===== config.mk =====
export PLATFORM = sky130hd
export DESIGN_NAME = msgrx_top
export DESIGN_NICKNAME = d
export VERILOG_FILES = /design/src/rtl/msgrx_pkg.sv /design/src/rtl/msgrx_in_stage.sv /design/src/rtl/msgrx_frame_fsm.sv /design/src/rtl/msgrx_wr_stage.sv /design/src/rtl/msgrx_top.sv
export SDC_FILE = /design/constraint.sdc
export NUM_CORES = 1
export LEC_CHECK = 0
export ABC_AREA = 1
export BUFFER_PORTS_ARGS = -buffer_cell sky130_fd_sc_hd__buf_2
export CAP_MARGIN = 20
export CORE_MARGIN = 1
export CORE_UTILIZATION = 49
export CTS_BUF_LIST = sky130_fd_sc_hd__clkbuf_8
export DETAILED_ROUTE_END_ITERATION = 10
export PLACE_DENSITY = 0.82
export SYNTH_ARGS = -nofsm -noshare
export SYNTH_HDL_FRONTEND = slang
export SYNTH_SLANG_ARGS = --single-unit

===== constraint.sdc =====
create_clock -name clk -period 2.45 [get_ports clk]
set_clock_uncertainty 0.1 [all_clocks]
set_input_delay 0 -clock clk [delete_from_list [all_inputs] [get_ports clk]]
set_output_delay 0 -clock clk [all_outputs]
set_load 0.01 [all_outputs]

===== src/rtl/msgrx_pkg.sv =====
package msgrx_pkg;

    typedef enum logic [1:0] {
        W_HEAD = 2'd0,
        W_ADDR = 2'd1,
        W_DATA = 2'd2,
        W_TAIL = 2'd3
    } word_kind_e;

    typedef enum logic [1:0] {
        S_IDLE      = 2'd0,
        S_WANT_ADDR = 2'd1,
        S_BODY      = 2'd2
    } frame_state_e;

endpackage


===== src/rtl/msgrx_in_stage.sv =====
module msgrx_in_stage
    import msgrx_pkg::*;
#(
    parameter int WORD_W = 96
) (
    input  logic              clk,
    input  logic              rst_n,
    input  logic              valid_i,
    input  word_kind_e        kind_i,
    input  logic [WORD_W-1:0] word_i,
    output logic              valid_o,
    output word_kind_e        kind_o,
    output logic [WORD_W-1:0] word_o
);

    typedef struct packed {
        logic              valid;
        word_kind_e        kind;
        logic [WORD_W-1:0] word;
    } stage_t;

    stage_t stage_d, stage_q;

    always_comb begin
        stage_d       = stage_q;
        stage_d.valid = valid_i;
        if (valid_i) begin
            stage_d.kind = kind_i;
            stage_d.word = word_i;
        end
    end

    always_ff @(posedge clk) begin
        if (!rst_n) begin
            stage_q <= '{valid: 1'b0, kind: W_HEAD, word: '0};
        end else begin
            stage_q <= stage_d;
        end
    end

    assign valid_o = stage_q.valid;
    assign kind_o  = stage_q.kind;
    assign word_o  = stage_q.word;

endmodule


===== src/rtl/msgrx_frame_fsm.sv =====
module msgrx_frame_fsm
    import msgrx_pkg::*;
#(
    parameter int IADDR_W = 8,
    parameter int DADDR_W = 9,
    parameter int PTR_W   = (IADDR_W > DADDR_W) ? IADDR_W : DADDR_W
) (
    input  logic             clk,
    input  logic             rst_n,
    input  logic             valid_i,
    input  word_kind_e       kind_i,
    input  logic [PTR_W-1:0] word_lo_i,
    output logic             wr_imem_o,
    output logic             wr_dmem_o,
    output logic [PTR_W-1:0] wr_ptr_o,
    output logic             done_o,
    output logic             err_o
);

    localparam logic [PTR_W-1:0] IMASK = {PTR_W{1'b1}} >> (PTR_W - IADDR_W);
    localparam logic [PTR_W-1:0] DMASK = {PTR_W{1'b1}} >> (PTR_W - DADDR_W);

    typedef struct packed {
        frame_state_e     st;
        logic             to_imem;
        logic [PTR_W-1:0] ptr;
        logic             have_data;
        logic             err;
    } fsm_t;

    fsm_t fsm_d, fsm_q;
    logic [PTR_W-1:0] mask;

    always_comb begin
        fsm_d     = fsm_q;
        wr_imem_o = 1'b0;
        wr_dmem_o = 1'b0;
        done_o    = 1'b0;
        wr_ptr_o  = fsm_q.ptr;
        mask      = fsm_q.to_imem ? IMASK : DMASK;
        if (valid_i) begin
            unique case (kind_i)
                W_HEAD: begin
                    if (fsm_q.st != S_IDLE) begin
                        fsm_d.err = 1'b1;
                    end
                    fsm_d.st        = S_WANT_ADDR;
                    fsm_d.to_imem   = word_lo_i[0];
                    fsm_d.have_data = 1'b0;
                end
                W_ADDR: begin
                    if (fsm_q.st == S_WANT_ADDR) begin
                        fsm_d.ptr = word_lo_i & mask;
                        fsm_d.st  = S_BODY;
                    end else begin
                        fsm_d.err = 1'b1;
                    end
                end
                W_DATA: begin
                    if (fsm_q.st == S_BODY) begin
                        wr_imem_o       = fsm_q.to_imem;
                        wr_dmem_o       = !fsm_q.to_imem;
                        fsm_d.ptr       = (fsm_q.ptr + 1'b1) & mask;
                        fsm_d.have_data = 1'b1;
                    end else begin
                        fsm_d.err = 1'b1;
                        fsm_d.st  = S_IDLE;
                    end
                end
                W_TAIL: begin
                    if (fsm_q.st == S_BODY && fsm_q.have_data) begin
                        done_o = !fsm_q.to_imem;
                    end else begin
                        fsm_d.err = 1'b1;
                    end
                    fsm_d.st = S_IDLE;
                end
                default: fsm_d.err = 1'b1;
            endcase
        end
    end

    always_ff @(posedge clk) begin
        if (!rst_n) begin
            fsm_q <= '{st: S_IDLE, to_imem: 1'b0, ptr: '0, have_data: 1'b0, err: 1'b0};
        end else begin
            fsm_q <= fsm_d;
        end
    end

    assign err_o = fsm_q.err;

    // Words outside an open message never write and always flag an error
    assert_orphan_dropped_R8: assert property (@(posedge clk) disable iff (!rst_n)
        (fsm_q.st == S_IDLE && valid_i && kind_i != W_HEAD)
            |-> (!wr_imem_o && !wr_dmem_o && !done_o) ##1 err_o);

    // Error flag never clears while out of reset
    assert_err_sticky_R9: assert property (@(posedge clk) disable iff (!rst_n)
        err_o |=> err_o);

    // A tail straight after the address completes nothing
    assert_empty_tail_R10: assert property (@(posedge clk) disable iff (!rst_n)
        (fsm_q.st == S_BODY && !fsm_q.have_data && valid_i && kind_i == W_TAIL)
            |-> !done_o);

endmodule


===== src/rtl/msgrx_wr_stage.sv =====
module msgrx_wr_stage #(
    parameter int WORD_W  = 96,
    parameter int DATA_W  = 32,
    parameter int IADDR_W = 8,
    parameter int DADDR_W = 9,
    parameter int PTR_W   = (IADDR_W > DADDR_W) ? IADDR_W : DADDR_W
) (
    input  logic               clk,
    input  logic               rst_n,
    input  logic               wr_imem_i,
    input  logic               wr_dmem_i,
    input  logic [PTR_W-1:0]   ptr_i,
    input  logic [WORD_W-1:0]  word_i,
    input  logic               done_i,
    output logic               imem_we_o,
    output logic [IADDR_W-1:0] imem_addr_o,
    output logic [WORD_W-1:0]  imem_wdata_o,
    output logic               dmem_we_o,
    output logic [DADDR_W-1:0] dmem_addr_o,
    output logic [DATA_W-1:0]  dmem_wdata_o,
    output logic               arrived_o
);

    typedef struct packed {
        logic               iwe;
        logic [IADDR_W-1:0] iaddr;
        logic [WORD_W-1:0]  idata;
        logic               dwe;
        logic [DADDR_W-1:0] daddr;
        logic [DATA_W-1:0]  ddata;
        logic               arr;
    } wr_t;

    wr_t wr_d, wr_q;

    always_comb begin
        wr_d       = wr_q;
        wr_d.iwe   = wr_imem_i;
        wr_d.dwe   = wr_dmem_i;
        wr_d.arr   = done_i;
        if (wr_imem_i) begin
            wr_d.iaddr = ptr_i[IADDR_W-1:0];
            wr_d.idata = word_i;
        end
        if (wr_dmem_i) begin
            wr_d.daddr = ptr_i[DADDR_W-1:0];
            wr_d.ddata = word_i[DATA_W-1:0];
        end
    end

    always_ff @(posedge clk) begin
        if (!rst_n) begin
            wr_q <= '0;
        end else begin
            wr_q <= wr_d;
        end
    end

    assign imem_we_o    = wr_q.iwe;
    assign imem_addr_o  = wr_q.iaddr;
    assign imem_wdata_o = wr_q.idata;
    assign dmem_we_o    = wr_q.dwe;
    assign dmem_addr_o  = wr_q.daddr;
    assign dmem_wdata_o = wr_q.ddata;
    assign arrived_o    = wr_q.arr;

    // Only one memory is written per cycle
    assert_one_target_R1: assert property (@(posedge clk) disable iff (!rst_n)
        !(imem_we_o && dmem_we_o));

    // Consecutive data writes step the address by one, wrapping
    assert_daddr_step_R2: assert property (@(posedge clk) disable iff (!rst_n)
        (dmem_we_o && $past(dmem_we_o)) |-> dmem_addr_o == DADDR_W'($past(dmem_addr_o) + 1'b1));

    assert_iaddr_step_R5: assert property (@(posedge clk) disable iff (!rst_n)
        (imem_we_o && $past(imem_we_o)) |-> imem_addr_o == IADDR_W'($past(imem_addr_o) + 1'b1));

    // Arrival event is a single cycle and never coincides with a write
    assert_arrive_pulse_R7: assert property (@(posedge clk) disable iff (!rst_n)
        arrived_o |=> !arrived_o);

    assert_arrive_nowrite_R7: assert property (@(posedge clk) disable iff (!rst_n)
        arrived_o |-> (!imem_we_o && !dmem_we_o));

endmodule


===== src/rtl/msgrx_top.sv =====
module msgrx_top
    import msgrx_pkg::*;
#(
    parameter int INSTR_W    = 96,
    parameter int DATA_W     = 32,
    parameter int IMEM_DEPTH = 256,
    parameter int DMEM_DEPTH = 512
) (
    input  logic                          clk,
    input  logic                          rst_n,
    input  logic                          msg_valid,
    input  logic [1:0]                    msg_kind,
    input  logic [INSTR_W-1:0]            msg_word,
    output logic                          imem_we,
    output logic [$clog2(IMEM_DEPTH)-1:0] imem_addr,
    output logic [INSTR_W-1:0]            imem_wdata,
    output logic                          dmem_we,
    output logic [$clog2(DMEM_DEPTH)-1:0] dmem_addr,
    output logic [DATA_W-1:0]             dmem_wdata,
    output logic                          data_arrived,
    output logic                          proto_err
);

    localparam int IADDR_W = $clog2(IMEM_DEPTH);
    localparam int DADDR_W = $clog2(DMEM_DEPTH);
    localparam int PTR_W   = (IADDR_W > DADDR_W) ? IADDR_W : DADDR_W;

    logic              st_valid;
    word_kind_e        st_kind;
    logic [INSTR_W-1:0] st_word;
    logic              wr_imem, wr_dmem, done;
    logic [PTR_W-1:0]  wr_ptr;

    msgrx_in_stage #(.WORD_W(INSTR_W)) u_in (
        .clk     (clk),
        .rst_n   (rst_n),
        .valid_i (msg_valid),
        .kind_i  (word_kind_e'(msg_kind)),
        .word_i  (msg_word),
        .valid_o (st_valid),
        .kind_o  (st_kind),
        .word_o  (st_word)
    );

    msgrx_frame_fsm #(.IADDR_W(IADDR_W), .DADDR_W(DADDR_W), .PTR_W(PTR_W)) u_fsm (
        .clk       (clk),
        .rst_n     (rst_n),
        .valid_i   (st_valid),
        .kind_i    (st_kind),
        .word_lo_i (st_word[PTR_W-1:0]),
        .wr_imem_o (wr_imem),
        .wr_dmem_o (wr_dmem),
        .wr_ptr_o  (wr_ptr),
        .done_o    (done),
        .err_o     (proto_err)
    );

    msgrx_wr_stage #(
        .WORD_W(INSTR_W), .DATA_W(DATA_W),
        .IADDR_W(IADDR_W), .DADDR_W(DADDR_W), .PTR_W(PTR_W)
    ) u_wr (
        .clk          (clk),
        .rst_n        (rst_n),
        .wr_imem_i    (wr_imem),
        .wr_dmem_i    (wr_dmem),
        .ptr_i        (wr_ptr),
        .word_i       (st_word),
        .done_i       (done),
        .imem_we_o    (imem_we),
        .imem_addr_o  (imem_addr),
        .imem_wdata_o (imem_wdata),
        .dmem_we_o    (dmem_we),
        .dmem_addr_o  (dmem_addr),
        .dmem_wdata_o (dmem_wdata),
        .arrived_o    (data_arrived)
    );

    // Nothing can happen at the outputs while idle input stays low for two cycles
    assert_idle_quiet_R11: assert property (@(posedge clk) disable iff (!rst_n)
        (!msg_valid && !st_valid) |=> (!imem_we && !dmem_we && !data_arrived));

endmodule


==> reports/qor.csv, run 1 <==
metric,value,unit
required,2800,ps
io_pins,250,
clkSlewWorstSetupHoldPaths,60,ps
max_freq,514.3,MHz
n_fill_cell,1358,
cap_violations,0,
setup_viol,0,
power_leakage,6.385,nW
multi_input_area,0.003583,mm2
syn_to_final_growth,37.13,%
drtPass1Iterations,5,
postSynthAreaPerCell,7.755,um2
gp_congestion,0.8818,
nets,1657,
routed.top_layer,met4,
drt_iter0_markers,764,
synth_cell_types,22,
fin_crit,1945,ps
status,finished clean,
die_y,139.5,um
tightest_slew,962.1,ps
grt_overflow_total,0,
rsz0062_at_grt,no,
hold_slack,128.3,ps
cts-resized-gates,0,
yosys_warnings,0,
clockPowerShare,42.4,%
setup_tns,0,ps
seq_area,0.005225,mm2
p_int,6.731,mW
wl_met1,11.31,mm
p_switching,2.046,mW
drive_gt1_share,20.91,%
via_per_inst,5.257,
die_w,139.5,um
cp_max_fo,41,
holdBufCountCts,127,
slew_headroom,35.86,%
slowest_stage,buf_4,
path_cells,inv_1 -> ha_1 -> nand3_2 -> nor2_4 -> buf_4 -> o21ai_0 -> nor2_1,
start_util,50.73,%
route.detailed.drc,0,
synth_commonest_cells,"nor2_1 (476), dfxtp_1 (261), o21ai_0 (221)",
clk_latency,530,ps
end_kind,register,
synth_area_leaders,"dfxtp_1 (56%), nor2_1 (19%), o21ai_0 (12%), o21ai_1 (1.9%), buf_2 (1.8%)",
ys.flop_type,dfxtp_1,
antenna_found_initial,1,
io_buffers,249,
dp_hpwl,15.01,mm
ys_seq_elements,261,
finalCritPeriodShare,79.37,%
cts.path.max_buffers,3,
wl_met3,2.362,mm
grt_pass1_vias,9475,
final_antenna_net_count,0,
final_hold_viol_count,0,
vdd_ir_drop_max,0.0004573,V
synth_top_area_share,56.38,%
synth_cells,1195,
dieArea,0.01947,mm2
grt_max_degree,134,
synthArstFlopShare,0,%
power_frac_seq,50.7,%
wl_per_cell,15.74,um
p_per_area,690.6,mW/mm2
grt_pass1_wl,45.97,mm
slowest_delay,400,ps
yosysTopAreaCell,dfxtp_1,
power,8.777,mW
comb_power_share,6.9,%
slew_viol_final,0,
yosysSeqAreaShare,56.38,%
path_class,reg2reg,
routed-wl-met2,13.26,mm
htree_levels,2,
synth_nets,1302,
clock-sinks,261,
rows,49,
wirelength,28.45,mm
cts_setup_buffers,0,
hp-class,in2reg,
track_usage,28.99,%
crit_arrival,2300,ps
start_kind,register,
power_switching_share,23.31,%
yosysMostFrequentCell,nor2_1,
cts_tree,done,
cts_buffers,43,
core,0.01827,mm2
syn-cell-area,0.009268,mm2
vias,9505,
root_buffer,clkbuf_8,
synth-edff-count,0,
==> power by group through the flow <==
stage | Sequential, mW | Clock, mW | Combinational [mW]
5_1_grt | 4.46 | 3.97 | 0.665
3_3_place_gp | 4.53 | 0 | 0.407
6_report | 4.45 | 3.72 | 0.605
3_5_place_dp | 4.54 | 0 | 0.413
4_1_cts | 4.45 | 3.78 | 0.582
2_1_floorplan | 4.52 | 0 | 0.261
==> path summary, 6_finish.rpt <==
kind,startpoint,endpoint,slack [ps],cells after the start
setup / recovery,u_in.kind_o[0]$_SDFFE_PN0P_,u_wr.imem_wdata_o[70]$_SDFFE_PN0P_,510,7
setup reg to reg,u_in.kind_o[0]$_SDFFE_PN0P_,u_wr.imem_wdata_o[70]$_SDFFE_PN0P_,510,7
hold reg to reg,u_fsm.err_o$_SDFFE_PN0P_,u_fsm.err_o$_SDFFE_PN0P_,350,2
hold / removal,msg_word[30],u_in.word_o[30]$_SDFFE_PN0P_,130,4
==> final cells by class <==
| cell class | count | area share (%) |
|---|---|---|
| Clock inverter | 23 | 1.181 |
| Timing Repair Buffer | 392 | 21.20 |
| Antenna cell | 1 | 0.01969 |
| Multi-Input combinational cell | 832 | 28.20 |
| Inverter | 20 | 0.6203 |
| Tap cell | 229 | 2.255 |
| Clock buffer | 50 | 5.415 |
| Sequential cell | 261 | 41.11 |
==> worst max-delay path: cells and delay by family (launching register included) <==
kind | cells | cell delay, ps
DFF | 1 | 320
adders and majority gates | 1 | 200
buffers and inverters | 2 | 520
AOI/OAI and AO/OA | 1 | 180
and+or+nand+nor | 3 | 530
==> through the flow <==
stage	instances	util [%]	setup WS (ps)	instance area, um2
after detailed placement	1607	58.00	579.8	10600
after global placement	1607	58.00	661.6	10600
final	1808	69.56	505.5	12710
after global routing	1808	69.56	349.9	12710
after floorplan	1195	-	866.5	9268
after CTS	1807	69.55	547.9	12710
==> flip-flops by register name, summed over array words and instances (netlist names) <==
name               flops
u_in.word_o           96
u_wr.imem_wdata_o     96
u_wr.dmem_wdata_o     32
u_fsm.wr_ptr_o         9
u_wr.dmem_addr_o       9
u_wr.imem_addr_o       8
u_fsm.fsm_q            4
u_in.kind_o            2
u_fsm.err_o            1
u_in.valid_o           1
u_wr.arrived_o         1
u_wr.dmem_we_o         1
u_wr.imem_we_o         1
==> kinds of logic after synthesis <==
group / share of synthesized area, %
compound gates: 15.39
fa+ha+maj: 0.8100
buf+inv: 5.063
flops: 56.38
simple gates: 22.36
==> layer usage <==
metal | vias up | global-route usage (%)
met4 | 0 | 18.19
met1 | 4320 | 34.51
met3 | 125 | 7.226
met5 | - | 0
li1 | 4553 | -
met2 | 507 | 47.00
==> layout by cell type (no fill, tap or decap), types with 28 or more instances in the layout <==
cell type      Yosys  final
clkbuf_8           0     50
inv_1             16     32
o21ai_0          221    221
buf_2             34    248
dfxtp_1          261    261
a21oi_1           28     28
nand2_1           45     45
dlygate4sd3_1      0    127
nor2_1           476    476
o21ai_1           36     36
Power figures use the tool's default switching activity.
==> run 2: changes to the inputs <==
Settings changed: PLACE_DENSITY 0.82 to 0.85.
Clock period 2.45 ns to 1.6 ns, I/O delays scaled along.
==> run 2 against run 1 <==
  * The flow now finishes with violations (negative setup slack)
  * Power grew 60%
  * Die area is the same
  * Sequential share of layout area is 5.5 points lower
  * Sequential cell count did not move
  * Combinational power is 120% higher
  * Final cell count rose by 7.1%
  * Non-clock buffer count increased by 127
  * Clock power increased by 56%
  * Critical path depth is 2 higher
  * Sequential power is 54% higher
  * Wire length rose by 39%
  * Highest routed layer is now met5
==> reports/qor.csv, run 2 (same netlist as run 1, synthesis figures left out) <==
metric,value,unit,change
drt_iter0_markers,1117,,+46%
cts_buffers,43,,unchanged
cpLargestDelayFamily,buffers and inverters,,
stdcell_count,1937,,+7.1%
cp_max_fo,6,,-85%
crit_arrival,2070,ps,-230 ps
die_w,139.5,um,unchanged
final_common_cell,nor2_1,,
rsz0062_at_grt,yes,,
start_util,50.73,%,unchanged
wirelength,39.50,mm,+39%
clkSlewWorstSetupHoldPaths,60,ps,about the same
htree_levels,2,,unchanged
wl_per_cell,20.39,um,+30%
cap_violations,0,,unchanged
slew_viol_final,0,,unchanged
violations,negative setup slack,,
tightest_slew,456.5,ps,-505.5 ps
drive_gt1_share,26.92,%,+6.0 points
gr-max-usage-layer,met2,,
final_antenna_net_count,0,,unchanged
drtPass1Iterations,6,,+1
hp-class,in2reg,,
cpMostUsedCell,nor2_4,,
cts.path.max_buffers,3,,unchanged
grt_overflow_total,0,,unchanged
end_kind,register,,
track_usage,38.10,%,+9.1 points
vias,11060,,+16%
vdd_ir_drop_max,0.0007198,V,+57%
crit_buf_inv,4,,+2
postLayoutSetupSlackWorst,-106.1,ps,-611.6 ps
grtUsageMet2,65.83,%,+19 points
slowest_stage,dfxtp_2,,
path_cells,inv_2 -> nor2_4 -> nand3_4 -> nor2_4 -> buf_12 -> buf_8 -> clkbuf_16 -> o21ai_1 -> nor2_1,,
syn_to_final_growth,58.39,%,
nets,1784,,+7.7%
io_pins,250,,unchanged
use_met3,9.222,%,+2.0 points
max_freq,586.1,MHz,+14%
cts_tree,done,,
root_buffer,clkbuf_8,,
p_per_area,954.8,mW/mm2,+38%
grt_max_degree,96,,-28%
core,0.01827,mm2,unchanged
clk_latency,550,ps,+20 ps
grt_pass1_wl,58.22,mm,+27%
grt_util_met1,41.33,%,+6.8 points
io_buffers,249,,unchanged
grt_pass1_vias,11320,,+20%
die_y,139.5,um,unchanged
finalCritPeriodShare,106.6,%,+27 points
final_hold_viol_count,0,,unchanged
dp_hpwl,15.31,mm,+2.0%
placedCellCount,1622,,+0.93%
power,14.02,mW,+60%
power_leakage,7.328,nW,+15%
setup_viol,115,,+115
layout_common_cells,"nor2_1 (409), dfxtp_1 (258), buf_2 (249), dlygate4sd3_1 (207), o21ai_0 (188)",,
route.detailed.drc,0,,unchanged
required,1970,ps,-830 ps
hold_slack,5.329,ps,-122.9 ps
rows,49,,unchanged
clock-sinks,261,,unchanged
slowest_delay,340,ps,-60 ps
r2r_setup_slack,-110,ps,-610 ps
dieArea,0.01947,mm2,unchanged
gp_congestion,0.8698,,-1.4%
n_fill_cell,1020,,-25%
slew_headroom,69.24,%,+33 points
fin_crit,1706,ps,-238.4 ps
antenna_found_initial,4,,+3
via_per_inst,5.710,,+8.6%
status,"finished, violations left",,
path_class,reg2reg,,
start_kind,register,,
[run 2: cell types whose count changed in the layout (fill, tap and decap cells not counted), sizes merged]
| cell | change |
|---|---|
| buf | +29 |
| dlygate4sd3 | +80 |
| clkbuf | +7 |
| clkinv | +1 |
| inv | +1 |
| dlymetal6s4s | +9 |
| diode | +2 |
[run 2: layout make-up]
cell class | instances | area, um2 | area share [%]
clock inverter | 25 | 158.9 | 1.083
multi-input combinational | 832 | 3891 | 26.51
sequential | 261 | 5229 | 35.62
antenna | 3 | 7.507 | 0.05114
timing repair buffer | 519 | 4357 | 29.68
clock buffer | 48 | 660.6 | 4.501
inverter | 20 | 88.84 | 0.6052
tap | 229 | 286.5 | 1.952
[run 2: power by group]
part | internal (mW) | leakage [nW] | switching, mW
registers | 6.69 | 2.13 | 0.165
clock network | 3.06 | 0.486 | 2.75
logic | 0.721 | 4.71 | 0.631
[run 2: tightest hold or removal path: cells and delay by family]
family / cells / cell delay, ps
buffers and inverters: 2 / 360
AO/OA/AOI/OAI: 1 / 200
AND/OR/NAND/NOR: 1 / 40
[run 2: layer usage]
layer | vias up | routed length [um]
li1 | 4823 | -
met1 | 5134 | 13930
met2 | 841 | 19150
met3 | 260 | 3635
met4 | 2 | 2770
met5 | - | 17
[run 2: metrics by stage]
stage | instance area (um2) | util, % | setup TNS [ps] | setup WS [ps]
finish | 14680 | 80.35 | -4143 | -106.1
global route | 14680 | 80.35 | -11110 | -136.8
CTS | 14460 | 79.17 | 0 | 0.7647
detailed placement | 10810 | 59.16 | -13010 | -167.3
global placement | 10810 | 59.16 | -1427 | -36.33
floorplan | 9268 | - | 0 | 16.45
[run 2: what timing repair did]
item | in CTS | in global routing
buffers inserted | 3 | 2
gates cloned | 6 | 12
pin swaps | 2 | 13
resized for setup | 22 | 148
hold endpoints to repair | 261 | 0
setup endpoints to repair | 149 | 217
hold buffers | 260 | 0
[run 2: worst paths after layout]
kind	start	to	depth (start not counted)
max	u_fsm.fsm_q[13]$_SDFFE_PN0P_	u_wr.imem_wdata_o[65]$_SDFFE_PN0P_	9
min	msg_valid	u_in.word_o[39]$_SDFFE_PN0P_	4
max reg2reg	u_fsm.fsm_q[13]$_SDFFE_PN0P_	u_wr.imem_wdata_o[65]$_SDFFE_PN0P_	9
min reg2reg	u_fsm.err_o$_SDFFE_PN0P_	u_fsm.err_o$_SDFFE_PN0P_	2
==> run 3: changes to the inputs <==
Settings changed: REMOVE_ABC_BUFFERS from default to 1, SKIP_LAST_GASP from default to 1.
==> run 3 against run 2 <==
  * The flow still finishes with violations (negative setup slack)
  * Maximum frequency is 3.9% higher
  * Critical path depth stayed put
  * Count of clock-buffer cells in the layout is 5 higher
  * Final area is 3.2% lower
  * Combinational power is 4% lower
  * Critical endpoint is now u_wr.imem_wdata_o[74]$_SDFFE_PN0P_
  * First-iteration DRC count is 12% lower
  * Global-route usage is 2.8 points lower
  * Largest power group unchanged
==> reports/qor.csv, run 3 (same netlist as run 1, synthesis figures left out) <==
metric,value,unit,change
vdd_ir_drop_max,0.0007437,V,+3.3%
drtPass1Iterations,7,,+1
nets,1770,,-0.78%
track_usage,35.25,%,-2.8 points
root_buffer,clkbuf_8,,
final_antenna_net_count,0,,unchanged
slew_viol_final,0,,unchanged
dieArea,0.01947,mm2,unchanged
clk_latency,540,ps,about the same
postLayoutSetupSlackWorst,-42.56,ps,+63.59 ps
path_cells,inv_4 -> ha_4 -> nand3_4 -> nor2_4 -> buf_4 -> inv_4 -> buf_12 -> nor2_2 -> nor2_1,,
cpMostUsedCell,inv_4,,
drive_gt1_share,25.35,%,-1.6 points
final_area,0.01421,mm2,-3.2%
cap_violations,0,,unchanged
htree_levels,2,,unchanged
syn_to_final_growth,53.38,%,
cts_tree,done,,
start_util,50.73,%,unchanged
cts_buffers,43,,unchanged
stdcell_count,1926,,-0.57%
max_freq,608.8,MHz,+3.9%
cp_max_fo,42,,+36
tightest_slew,817.4,ps,+360.9 ps
rsz0062_at_grt,yes,,
clock-sinks,261,,unchanged
start_kind,register,,
wirelength,35.20,mm,-11%
setup_viol,45,,-61%
end_kind,register,,
clkSlewWorstSetupHoldPaths,70,ps,about the same
path_class,reg2reg,,
crit_buf_inv,4,,unchanged
core,0.01827,mm2,unchanged
wl_per_cell,18.27,um,-10%
gp_congestion,0.9007,,+3.6%
via_per_inst,5.564,,-2.5%
grt_overflow_total,0,,unchanged
hp-class,in2reg,,
slew_headroom,45.33,%,-24 points
n_fill_cell,1049,,+2.8%
route.detailed.drc,0,,unchanged
crit_arrival,1990,ps,-80 ps
slowest_stage,dfxtp_2,,
slowest_delay,360,ps,+20 ps
place_area,0.01078,mm2,-0.30%
io_pins,250,,unchanged
grt_pass1_vias,10960,,-3.2%
antenna_found_initial,1,,-3
die_y,139.5,um,unchanged
power_leakage,7.074,nW,-3.5%
dp_hpwl,15.32,mm,about the same
utilization,77.80,%,-2.5 points
layout_common_cells,"nor2_1 (437), dfxtp_1 (258), buf_2 (249), dlygate4sd3_1 (210), o21ai_0 (207)",,
cpLargestDelayFamily,buffers and inverters,,
io_buffers,249,,unchanged
status,"finished, violations left",,
vias,10720,,-3.1%
final_common_cell,nor2_1,,
grt_max_degree,85,,-11%
required,1950,ps,-20 ps
final_hold_viol_count,0,,unchanged
finalCritPeriodShare,102.7,%,-4.0 points
placedCellCount,1621,,-0.062%
rows,49,,unchanged
dpl_worst_slack,-109.3,ps,+57.96 ps
die_w,139.5,um,unchanged
cts.path.max_buffers,3,,unchanged
grt_pass1_wl,54.90,mm,-5.7%
violations,negative setup slack,,
fin_crit,1643,ps,-63.59 ps
drt_iter0_markers,987,,-12%
p_per_area,972.7,mW/mm2,+1.9%
## run 3: cell count changes in the layout (fill, tap and decap cells not counted), sizes merged
cell / delta
dlymetal6s4s: -8
clkbuf: -2
diode: -2
clkinvlp: +1
clkinv: +3
bufinv: -2
dlygate4sd3: +3
buf: -2
inv: -2
## run 3: power breakdown
group / total [mW] / internal, mW / switching, mW / leakage, nW
clock network: 5.69 / 3.00 / 2.69 / 0.495
logic: 1.30 / 0.697 / 0.602 / 4.45
registers: 6.84 / 6.69 / 0.153 / 2.13
total: 13.8 / 10.4 / 3.44 / 7.07
## run 3: worst register-to-register path, stage by stage (launching register included)
cell,delay [ps]
dfxtp_2,360
inv_4,60
ha_4,170
nand3_4,110
nor2_4,50
buf_4,160
inv_4,80
buf_12,250
nor2_2,100
nor2_1,140
## run 3: worst paths after layout
kind                                start                                  to  slack [ps]  depth (start not counted)
max           u_in.kind_o[0]$_SDFFE_PN0P_  u_wr.imem_wdata_o[74]$_SDFFE_PN0P_         -40                          9
min reg2reg  u_in.word_o[59]$_SDFFE_PN0P_  u_wr.imem_wdata_o[59]$_SDFFE_PN0P_         380                          2
min                             msg_valid        u_in.word_o[50]$_SDFFE_PN0P_          40                          4
max reg2reg   u_in.kind_o[0]$_SDFFE_PN0P_  u_wr.imem_wdata_o[74]$_SDFFE_PN0P_         -40                          9
## run 3: through the flow
step           hold slack (ps)  setup TNS (ps)  total power, mW
6_report                 40.84          -650.7            13.83
5_1_grt                  64.72           -8437            14.25
4_1_cts                  16.49          -9.681            13.72
3_5_place_dp             126.9           -4860            7.610
3_3_place_gp             120.2          -249.2            7.586
2_1_floorplan           -6.547         -325150            7.221
## run 3: cell type report
type                            count  area, um2  area share, %
Sequential cell                   261       5231          36.80
Antenna cell                        1      2.502        0.01760
Tap cell                          229      286.5          2.016
Multi-Input combinational cell    832       3772          26.54
Timing Repair Buffer              505       4000          28.14
Inverter                           20      83.83         0.5897
Clock inverter                     25      108.9         0.7658
Clock buffer                       53      729.5          5.132
## run 3: repair_timing
action | 4_1_cts | 5_1_grt
endpoints found under the setup margin | 111 | 166
gates resized for setup | 17 | 82
hold buffers | 251 | 3
hold endpoints to repair | 260 | 4
buffers inserted | 5 | 2
pin swaps | 2 | 12
gates cloned | 3 | 3
## run 3: layer usage
layer	wire [um]	up-vias	GRT usage, %
met2	17030	746	61.57
li1	-	4797	-
met4	1948	0	20.35
met3	3306	193	8.156
met1	12910	4981	39.38
met5	0	-	0
